## src/rtl/dbp_pkg.sv

```systemverilog
// Shared constants, types and helpers for the DMA burst length planner.
// Assumes a 32-bit data bus and a fixed 1 KB no-crossing window.
package dbp_pkg;
    localparam int WORD_BYTES = 4;
    localparam int WORD_LOG2  = 2;
    localparam int WIN_LOG2   = 10;                  // 1 KB boundary
    localparam int WIN_WORDS  = (1 << WIN_LOG2) / WORD_BYTES;
    localparam int WOFF_W     = WIN_LOG2 - WORD_LOG2; // word offset in window
    localparam int ROOM_W     = WOFF_W + 1;

    typedef enum logic [1:0] {
        ST_IDLE = 2'd0,
        ST_CMD  = 2'd1,
        ST_DATA = 2'd2
    } seq_state_e;

    // Lane enables for the low n bytes of a word (n saturates at 4).
    function automatic logic [3:0] lane_mask(input logic [2:0] n);
        logic [3:0] m;
        m = 4'h0;
        for (int i = 0; i < 4; i++) begin
            if (32'(i) < 32'(n)) m[i] = 1'b1;
        end
        return m;
    endfunction
endpackage

```

## src/rtl/dbp_len_calc.sv

```systemverilog
// Burst length calculator.
// From the current word offset in the 1 KB window, the remaining byte
// count and the configuration, picks the next burst length and how many
// valid bytes it carries. Purely combinational.
// Assumes CNT_W > ROOM_W so all comparisons share one width.
module dbp_len_calc
    import dbp_pkg::*;
#(
    parameter int CNT_W  = 16,
    parameter int BEAT_W = 5
) (
    input  logic [WOFF_W-1:0] word_off,
    input  logic [CNT_W-1:0]  rem_bytes,
    input  logic              seg_last,
    input  logic [BEAT_W-1:0] max_cfg,
    input  logic              force_en,
    output logic [BEAT_W-1:0] beats,
    output logic [CNT_W-1:0]  burst_bytes,
    output logic              is_final,
    output logic              forced
);
    logic [CNT_W-1:0] rem_w;
    logic [CNT_W-1:0] room;
    logic [CNT_W-1:0] mb;
    logic [CNT_W-1:0] nat_a;
    logic [CNT_W-1:0] nat;

    // Remaining words, distance to the window edge, effective maximum.
    always_comb begin
        rem_w = (rem_bytes >> WORD_LOG2) + {{(CNT_W-1){1'b0}}, |rem_bytes[WORD_LOG2-1:0]};
        room  = CNT_W'(ROOM_W'(WIN_WORDS) - {1'b0, word_off});
        mb    = (max_cfg == '0) ? CNT_W'(1) : CNT_W'(max_cfg);
    end

    // Natural length, then optional forcing of the final burst.
    always_comb begin
        nat_a       = (rem_w < mb) ? rem_w : mb;
        nat         = (nat_a < room) ? nat_a : room;
        is_final    = (nat == rem_w);
        forced      = is_final && seg_last && force_en && (mb <= room) && (mb > nat);
        beats       = forced ? mb[BEAT_W-1:0] : nat[BEAT_W-1:0];
        burst_bytes = is_final ? rem_bytes : (nat << WORD_LOG2);
    end
endmodule

```

## src/rtl/dbp_beat_filter.sv

```systemverilog
// Per-beat data steering for one burst.
// Receive build: packs packet bytes, zeroes lanes past the valid count,
// and emits pad beats without taking source data.
// Transmit build: forwards valid read beats with lane enables and
// silently takes residual beats. Combinational; the sequencer owns counters.
module dbp_beat_filter
    import dbp_pkg::*;
#(
    parameter bit IS_RX  = 1'b1,
    parameter int CNT_W  = 16,
    parameter int DATA_W = 32
) (
    input  logic              active,
    input  logic [CNT_W-1:0]  bytes_left,
    input  logic              src_valid,
    output logic              src_ready,
    input  logic [DATA_W-1:0] src_data,
    output logic              dst_valid,
    input  logic              dst_ready,
    output logic [DATA_W-1:0] dst_data,
    output logic [3:0]        dst_keep,
    output logic              fire
);
    localparam int LANES = DATA_W / 8;

    logic             has_data;
    logic [LANES-1:0] lanes;

    // Lanes that still hold valid bytes in the current beat.
    always_comb begin
        has_data = (bytes_left != '0);
        lanes    = lane_mask((bytes_left >= CNT_W'(WORD_BYTES)) ? 3'd4 : bytes_left[2:0]);
    end

    generate
        if (IS_RX) begin : g_rx
            logic [DATA_W-1:0] packed_data;
            for (genvar i = 0; i < LANES; i++) begin : g_lane
                assign packed_data[8*i +: 8] = lanes[i] ? src_data[8*i +: 8] : 8'h00;
            end
            // Write side: data beats wait on source, pad beats go out as zero.
            always_comb begin
                src_ready = active && has_data && dst_ready;
                dst_valid = active && (has_data ? src_valid : 1'b1);
                dst_data  = has_data ? packed_data : '0;
                dst_keep  = 4'hF;
                fire      = dst_valid && dst_ready;
            end
        end else begin : g_tx
            // Read side: valid beats pass through, residual beats are drained.
            always_comb begin
                src_ready = active && (has_data ? dst_ready : 1'b1);
                dst_valid = active && has_data && src_valid;
                dst_data  = src_data;
                dst_keep  = has_data ? lanes : 4'h0;
                fire      = active && src_valid && src_ready;
            end
        end
    endgenerate
endmodule

```

## src/rtl/dbp_seq.sv

```systemverilog
// Segment sequencer.
// Accepts one segment at a time, presents burst commands one by one,
// then counts the data beats of each burst before offering the next.
// Assumes the configuration is held stable while a segment is active.
module dbp_seq
    import dbp_pkg::*;
#(
    parameter int ADDR_W = 32,
    parameter int CNT_W  = 16,
    parameter int BEAT_W = 5
) (
    input  logic              clk,
    input  logic              rst_n,
    input  logic              seg_valid,
    output logic              seg_ready,
    input  logic [ADDR_W-1:0] seg_addr,
    input  logic [CNT_W-1:0]  seg_bytes,
    input  logic              seg_last,
    input  logic [BEAT_W-1:0] max_cfg,
    // length calculator interface
    output logic [ADDR_W-1:0] cur_addr,
    output logic [CNT_W-1:0]  cur_rem,
    output logic              cur_last,
    input  logic [BEAT_W-1:0] lc_beats,
    input  logic [CNT_W-1:0]  lc_bytes,
    input  logic              lc_final,
    // command side
    output logic              cmd_valid,
    input  logic              cmd_ready,
    output logic [ADDR_W-1:0] cmd_addr,
    output logic [BEAT_W-1:0] cmd_beats,
    // data side
    output logic              data_active,
    output logic [CNT_W-1:0]  bytes_left,
    input  logic              beat_fire,
    output logic              seg_done
);
    seq_state_e        st;
    logic [BEAT_W-1:0] beats_left;
    logic [CNT_W-1:0]  take;

    assign seg_ready   = (st == ST_IDLE);
    assign cmd_valid   = (st == ST_CMD);
    assign cmd_addr    = cur_addr;
    assign cmd_beats   = lc_beats;
    assign data_active = (st == ST_DATA);

    // Bytes consumed by one beat.
    always_comb take = (bytes_left >= CNT_W'(WORD_BYTES)) ? CNT_W'(WORD_BYTES) : bytes_left;

    // Segment, command and beat bookkeeping.
    always_ff @(posedge clk) begin
        if (!rst_n) begin
            st         <= ST_IDLE;
            cur_addr   <= '0;
            cur_rem    <= '0;
            cur_last   <= 1'b0;
            beats_left <= '0;
            bytes_left <= '0;
            seg_done   <= 1'b0;
        end else begin
            seg_done <= 1'b0;
            unique case (st)
                ST_IDLE: if (seg_valid) begin
                    if (seg_bytes == '0) begin
                        seg_done <= 1'b1;
                    end else begin
                        cur_addr <= seg_addr;
                        cur_rem  <= seg_bytes;
                        cur_last <= seg_last;
                        st       <= ST_CMD;
                    end
                end
                ST_CMD: if (cmd_ready) begin
                    cur_addr   <= cur_addr + ADDR_W'({lc_beats, 2'b00});
                    cur_rem    <= cur_rem - lc_bytes;
                    beats_left <= lc_beats;
                    bytes_left <= lc_bytes;
                    seg_done   <= lc_final;
                    st         <= ST_DATA;
                end
                ST_DATA: if (beat_fire) begin
                    beats_left <= beats_left - 1'b1;
                    bytes_left <= bytes_left - take;
                    if (beats_left == BEAT_W'(1)) st <= (cur_rem == '0) ? ST_IDLE : ST_CMD;
                end
                default: st <= ST_IDLE;
            endcase
        end
    end


    beats_range_chk: assert property (@(posedge clk) disable iff (!rst_n)
        cmd_valid |-> (cmd_beats != '0) &&
                      ((max_cfg == '0) ? (cmd_beats == BEAT_W'(1)) : (cmd_beats <= max_cfg)));


    no_cross_chk: assert property (@(posedge clk) disable iff (!rst_n)
        cmd_valid |-> (int'(cmd_addr[WIN_LOG2-1:0]) + int'(cmd_beats) * WORD_BYTES) <= (1 << WIN_LOG2));


    cmd_hold_chk: assert property (@(posedge clk) disable iff (!rst_n)
        (cmd_valid && !cmd_ready) |=> cmd_valid && $stable(cmd_addr) && $stable(cmd_beats));


    done_origin_chk: assert property (@(posedge clk) disable iff (!rst_n)
        seg_done |-> $past(cmd_valid && cmd_ready) || $past(seg_ready && seg_valid && (seg_bytes == '0)));
endmodule

```

## src/rtl/dma_burst_planner.sv

```systemverilog
// DMA burst length planner, top level.
// Splits segments into bursts that never cross 1 KB, optionally forces a
// maximum-length final burst at end of packet/buffer, and steers the data
// beats for the receive (IS_RX=1) or transmit (IS_RX=0) direction.
// Assumes word-aligned segment addresses and configuration held stable
// per segment.
module dma_burst_planner
    import dbp_pkg::*;
#(
    parameter bit IS_RX  = 1'b1,
    parameter int ADDR_W = 32,
    parameter int CNT_W  = 16,
    parameter int BEAT_W = 5
) (
    input  logic              clk,
    input  logic              rst_n,
    input  logic              seg_valid,
    output logic              seg_ready,
    input  logic [ADDR_W-1:0] seg_addr,
    input  logic [CNT_W-1:0]  seg_bytes,
    input  logic              seg_last,
    input  logic [BEAT_W-1:0] cfg_max_beats,
    input  logic              cfg_force,
    input  logic [7:0]        cfg_buf_units,
    output logic              cfg_err,
    output logic              cmd_valid,
    input  logic              cmd_ready,
    output logic [ADDR_W-1:0] cmd_addr,
    output logic [BEAT_W-1:0] cmd_beats,
    input  logic              src_valid,
    output logic              src_ready,
    input  logic [31:0]       src_data,
    output logic              dst_valid,
    input  logic              dst_ready,
    output logic [31:0]       dst_data,
    output logic [3:0]        dst_keep,
    output logic              seg_done
);
    localparam int DATA_W = WORD_BYTES * 8;

    logic [ADDR_W-1:0] cur_addr;
    logic [CNT_W-1:0]  cur_rem;
    logic              cur_last;
    logic [BEAT_W-1:0] lc_beats;
    logic [CNT_W-1:0]  lc_bytes;
    logic              lc_final;
    logic              lc_forced;
    logic              data_active;
    logic [CNT_W-1:0]  bytes_left;
    logic              beat_fire;

    // Zero buffer size is the only illegal setting.
    assign cfg_err = (cfg_buf_units == 8'h00);

    dbp_len_calc #(.CNT_W(CNT_W), .BEAT_W(BEAT_W)) u_len (
        .word_off   (cur_addr[WIN_LOG2-1:WORD_LOG2]),
        .rem_bytes  (cur_rem),
        .seg_last   (cur_last),
        .max_cfg    (cfg_max_beats),
        .force_en   (cfg_force),
        .beats      (lc_beats),
        .burst_bytes(lc_bytes),
        .is_final   (lc_final),
        .forced     (lc_forced)
    );

    dbp_seq #(.ADDR_W(ADDR_W), .CNT_W(CNT_W), .BEAT_W(BEAT_W)) u_seq (
        .clk        (clk),
        .rst_n      (rst_n),
        .seg_valid  (seg_valid),
        .seg_ready  (seg_ready),
        .seg_addr   (seg_addr),
        .seg_bytes  (seg_bytes),
        .seg_last   (seg_last),
        .max_cfg    (cfg_max_beats),
        .cur_addr   (cur_addr),
        .cur_rem    (cur_rem),
        .cur_last   (cur_last),
        .lc_beats   (lc_beats),
        .lc_bytes   (lc_bytes),
        .lc_final   (lc_final),
        .cmd_valid  (cmd_valid),
        .cmd_ready  (cmd_ready),
        .cmd_addr   (cmd_addr),
        .cmd_beats  (cmd_beats),
        .data_active(data_active),
        .bytes_left (bytes_left),
        .beat_fire  (beat_fire),
        .seg_done   (seg_done)
    );

    dbp_beat_filter #(.IS_RX(IS_RX), .CNT_W(CNT_W), .DATA_W(DATA_W)) u_filt (
        .active    (data_active),
        .bytes_left(bytes_left),
        .src_valid (src_valid),
        .src_ready (src_ready),
        .src_data  (src_data),
        .dst_valid (dst_valid),
        .dst_ready (dst_ready),
        .dst_data  (dst_data),
        .dst_keep  (dst_keep),
        .fire      (beat_fire)
    );


    cmd_data_excl_chk: assert property (@(posedge clk) disable iff (!rst_n)
        cmd_valid |-> !dst_valid && !src_ready);


    forced_len_chk: assert property (@(posedge clk) disable iff (!rst_n)
        (cmd_valid && lc_forced) |-> (cmd_beats == cfg_max_beats) && cur_last && cfg_force);
endmodule

```

## config.mk

```make
export PLATFORM = sky130hd
export DESIGN_NAME = dma_burst_planner
export DESIGN_NICKNAME = d
export VERILOG_FILES = /design/src/rtl/dbp_pkg.sv /design/src/rtl/dbp_len_calc.sv /design/src/rtl/dbp_beat_filter.sv /design/src/rtl/dbp_seq.sv /design/src/rtl/dma_burst_planner.sv
export SDC_FILE = /design/constraint.sdc
export NUM_CORES = 1
export LEC_CHECK = 0
export CORE_ASPECT_RATIO = 0.6
export CORE_MARGIN = 10
export CORE_UTILIZATION = 55
export CTS_CLUSTER_DIAMETER = 100
export DETAILED_ROUTE_END_ITERATION = 6
export DONT_BUFFER_PORTS = 1
export PLACE_DENSITY = 0.73
export SLEW_MARGIN = 40
export SYNTH_ARGS = -nofsm -noshare
export SYNTH_HDL_FRONTEND = slang
export SYNTH_SLANG_ARGS = --single-unit
```

## constraint.sdc

```tcl
create_clock -name clk -period 8.1 [get_ports clk]
set_clock_uncertainty 0.2 [all_clocks]
set_input_delay 0 -clock clk [delete_from_list [all_inputs] [get_ports clk]]
set_output_delay 0 -clock clk [all_outputs]
set_load 0.01 [all_outputs]
```

==> results.cfg <==
[status]
outcome = finished with violations
failed_checks = DRC, setup timing

[finish]
antenna_cells = 0
fin_cells = 1319
final_layout_size_suffix_gt1_share_pct = 19.7
final-seq-area_um2 = 1460
syn2layout_area_growth_pct = 43.0
final_nets = 1297
fin_area_um2 = 9750
fin_util_pct = 80.6
n_fill_cell = 769
multi_input_area_um2 = 5650

[power_and_ir_drop]
seqPwrFrac_pct = 19.9
power_density_nw_per_um2 = 244
netSwitchingPower_mw = 1.13
clockPowerShare_pct = 16.7
internal-power_mw = 1.25
ir_worst_vdd_mv = 0.160
total_power_mw = 2.38
p_comb_share_pct = 63.3
p_leak_nw = 4.06
p_sw_share_pct = 47.5

[synthesis]
ys_top_cells_by_area = dfxtp_1 (21%), ha_1 (8.4%), nor2_1 (7.2%), o21ai_0 (6.1%), a21oi_1 (4.8%)
synthesis.area_um2 = 6820
synth-async-reset-ratio_pct = 0
yosys_warnings = 0
synth_cell_types = 82
yosysMostFrequentCell = nor2_1
synth-edff-count = 0
syn_area_per_cell_um2 = 7.10
seq_area_frac_synth_pct = 21.4
synth_flop_cell = dfxtp_1
synth_top_area_share_pct = 21.4
ys_ff_latch = 73
synthCells = 960
synthTopCellsByCount = nor2_1 (131), o21ai_0 (83), nand2_1 (81)
synth_top_area_cell = dfxtp_1

[clock_network]
cts_inserted_buffers = 9
clkLatencyLatePin_ns = 0.35
clk_pin_slew_ns = 0.07
cts_buffer_depth = 2
cts_tree = built
cts_num_sinks = 73
htreeDepth = 3
cts_root_buf = clkbuf_16

[sta]
fin_tns_setup_ns = -0.948
max_freq_mhz = 120
hold_slack_ns = 0.0756
relSlewSlack_pct = 48.4
final_max_slew_viol_count = 0
rsz0062_at_grt = true
hold_violations = 0
layout_worst_path_cycle_share_pct = 103
period_needed_ns = 8.32
tightest_slew_ns = 0.772
setup_viol = 7
setup_ws_ns = -0.221

[floorplanning]
die_x_um = 164
die-area_um2 = 17400
die_h_um = 106
start_util_pct = 56.3
io_pins = 180
row_count = 31
coreArea_um2 = 12100

[grt]
grt_first_pass_wirelength_mm = 43.4
antenna_found_initial = 0
grt_pass1_vias = 8110
grt_max_degree = 61
grt_overflow = 0
track_usage_pct = 30.5

[setup_path]
critPathLaunchType = flip-flop
crit_path_max_fanout = 7
worst_path_most_repeated_cell = ha_4
crit_family = compound AO/OA/AOI/OAI gates
path_class = reg2reg
arrival_ns = 8.39
cp-end-kind = flip-flop
cp.required_ns = 8.17
worst_path_max_delay_cell = a2111o_1
path_buf_inv = 2
max_stage_delay_ns = 0.46

[drt]
first_pass_iters = 7
wl_per_cell_um = 22.0
vias_per_cell = 6.57
postRouteAntennaNets = 0
vias = 8668
drc = 1
initialDrtViolationCount = 1240
wl_mm = 29.0

[min_path]
holdCritPathClass = in2out

[placed_design]
port_buffers = 0
placed_area_um2 = 7630
place_inst = 1157
globalplace.congestion = 0.987
place_hpwl_mm = 18.5
post-place-ws_ns = -0.376

[run]
drv_cap = 0
-- final timing paths --
check / start / to / slack [ns] / depth (start not counted)
setup reg to reg: u_seq.cur_rem[1] / u_seq.cmd_addr[30] / -0.22 / 45
hold / removal: cfg_max_beats[4] / cmd_beats[4] / 0.08 / 3
hold reg to reg: u_seq.bytes_left[11] / u_seq.bytes_left[11] / 0.25 / 1
setup / recovery: u_seq.cur_rem[1] / u_seq.cmd_addr[30] / -0.22 / 45
-- power by group through the flow --
stage	registers [mW]	logic [mW]	clock network [mW]
6_report	0.473	1.50	0.398
5_1_grt	0.480	1.61	0.413
4_1_cts	0.467	1.31	0.394
3_5_place_dp	0.474	1.21	0
3_3_place_gp	0.474	1.19	0
2_1_floorplan	0.453	0.841	0
-- cells by family after synthesis --
kind of cell	Yosys count	synth area share [%]
AOI/OAI and AO/OA	290	28.0
adders and majority gates	48	8.88
xor gates and xnor gates	23	3.06
buffers and inverters	97	5.74
DFF	73	21.4
and+or+nand+nor	404	29.3
muxes	23	3.51
other	2	0.110
-- routing by layer --
| metal | global-route usage [%] | up-vias | routed length (um) |
|---|---|---|---|
| met3 | 10.0 | 131 | 3910 |
| met1 | 39.8 | 3978 | 11300 |
| met5 | 0 | - | 0 |
| li1 | - | 3876 | - |
| met4 | 10.9 | 0 | 998 |
| met2 | 45.9 | 683 | 12700 |
-- worst register-to-register path, delay by kind of cell (launching register included) --
kind	cells	cell delay [ns]
XOR/XNOR	1	0.14
buffers and inverters	2	0.11
multiplexers	1	0.21
adder cells (fa/ha/maj)	6	1.46
flip-flops	1	0.32
AND/OR/NAND/NOR	17	2.65
AO/OA/AOI/OAI	18	3.17
-- final cells by class --
| class | count | share of cell area (%) |
|---|---|---|
| Sequential cell | 73 | 15.0 |
| Timing Repair Buffer | 222 | 20.4 |
| Clock buffer | 9 | 2.31 |
| Multi-Input combinational cell | 802 | 58.0 |
| Clock inverter | 7 | 0.590 |
| Tap cell | 165 | 2.12 |
| Inverter | 41 | 1.59 |
-- sequential cells by signal, summed over array words and instances (netlist names) --
register / flops
u_seq.beats_left: 5
u_seq.bytes_left: 16
u_seq.cmd_addr: 32
u_seq.cur_last: 1
u_seq.cur_rem: 16
u_seq.seg_done: 1
u_seq.st: 2
-- placed cells by master, fill, tap and decap left out, types with 13 or more instances in the layout --
| cell | count |
|---|---|
| a21o_1 | 15 |
| o21ai_1 | 13 |
| a21oi_1 | 57 |
| nand3_1 | 24 |
| buf_4 | 99 |
| nor3_1 | 28 |
| o21ai_0 | 68 |
| nand2_1 | 78 |
| dlygate4sd3_1 | 117 |
| nor4_1 | 15 |
| nor2_1 | 124 |
| ha_1 | 35 |
| nor2b_1 | 24 |
| inv_1 | 36 |
| dfxtp_1 | 71 |
| a31oi_1 | 14 |
| and2_1 | 22 |
| mux2i_1 | 14 |
| conb_1 | 14 |
-- what timing repair did --
| action | CTS | global route |
|---|---|---|
| endpoints found under the hold margin | 106 | 17 |
| gates resized for setup | 18 | 78 |
| setup endpoints to repair | 11 | 29 |
| setup buffers | 16 | 20 |
| hold buffers | 113 | 6 |
| pin swaps | 22 | 41 |
No activity file was read; power rests on OpenSTA's default activity.
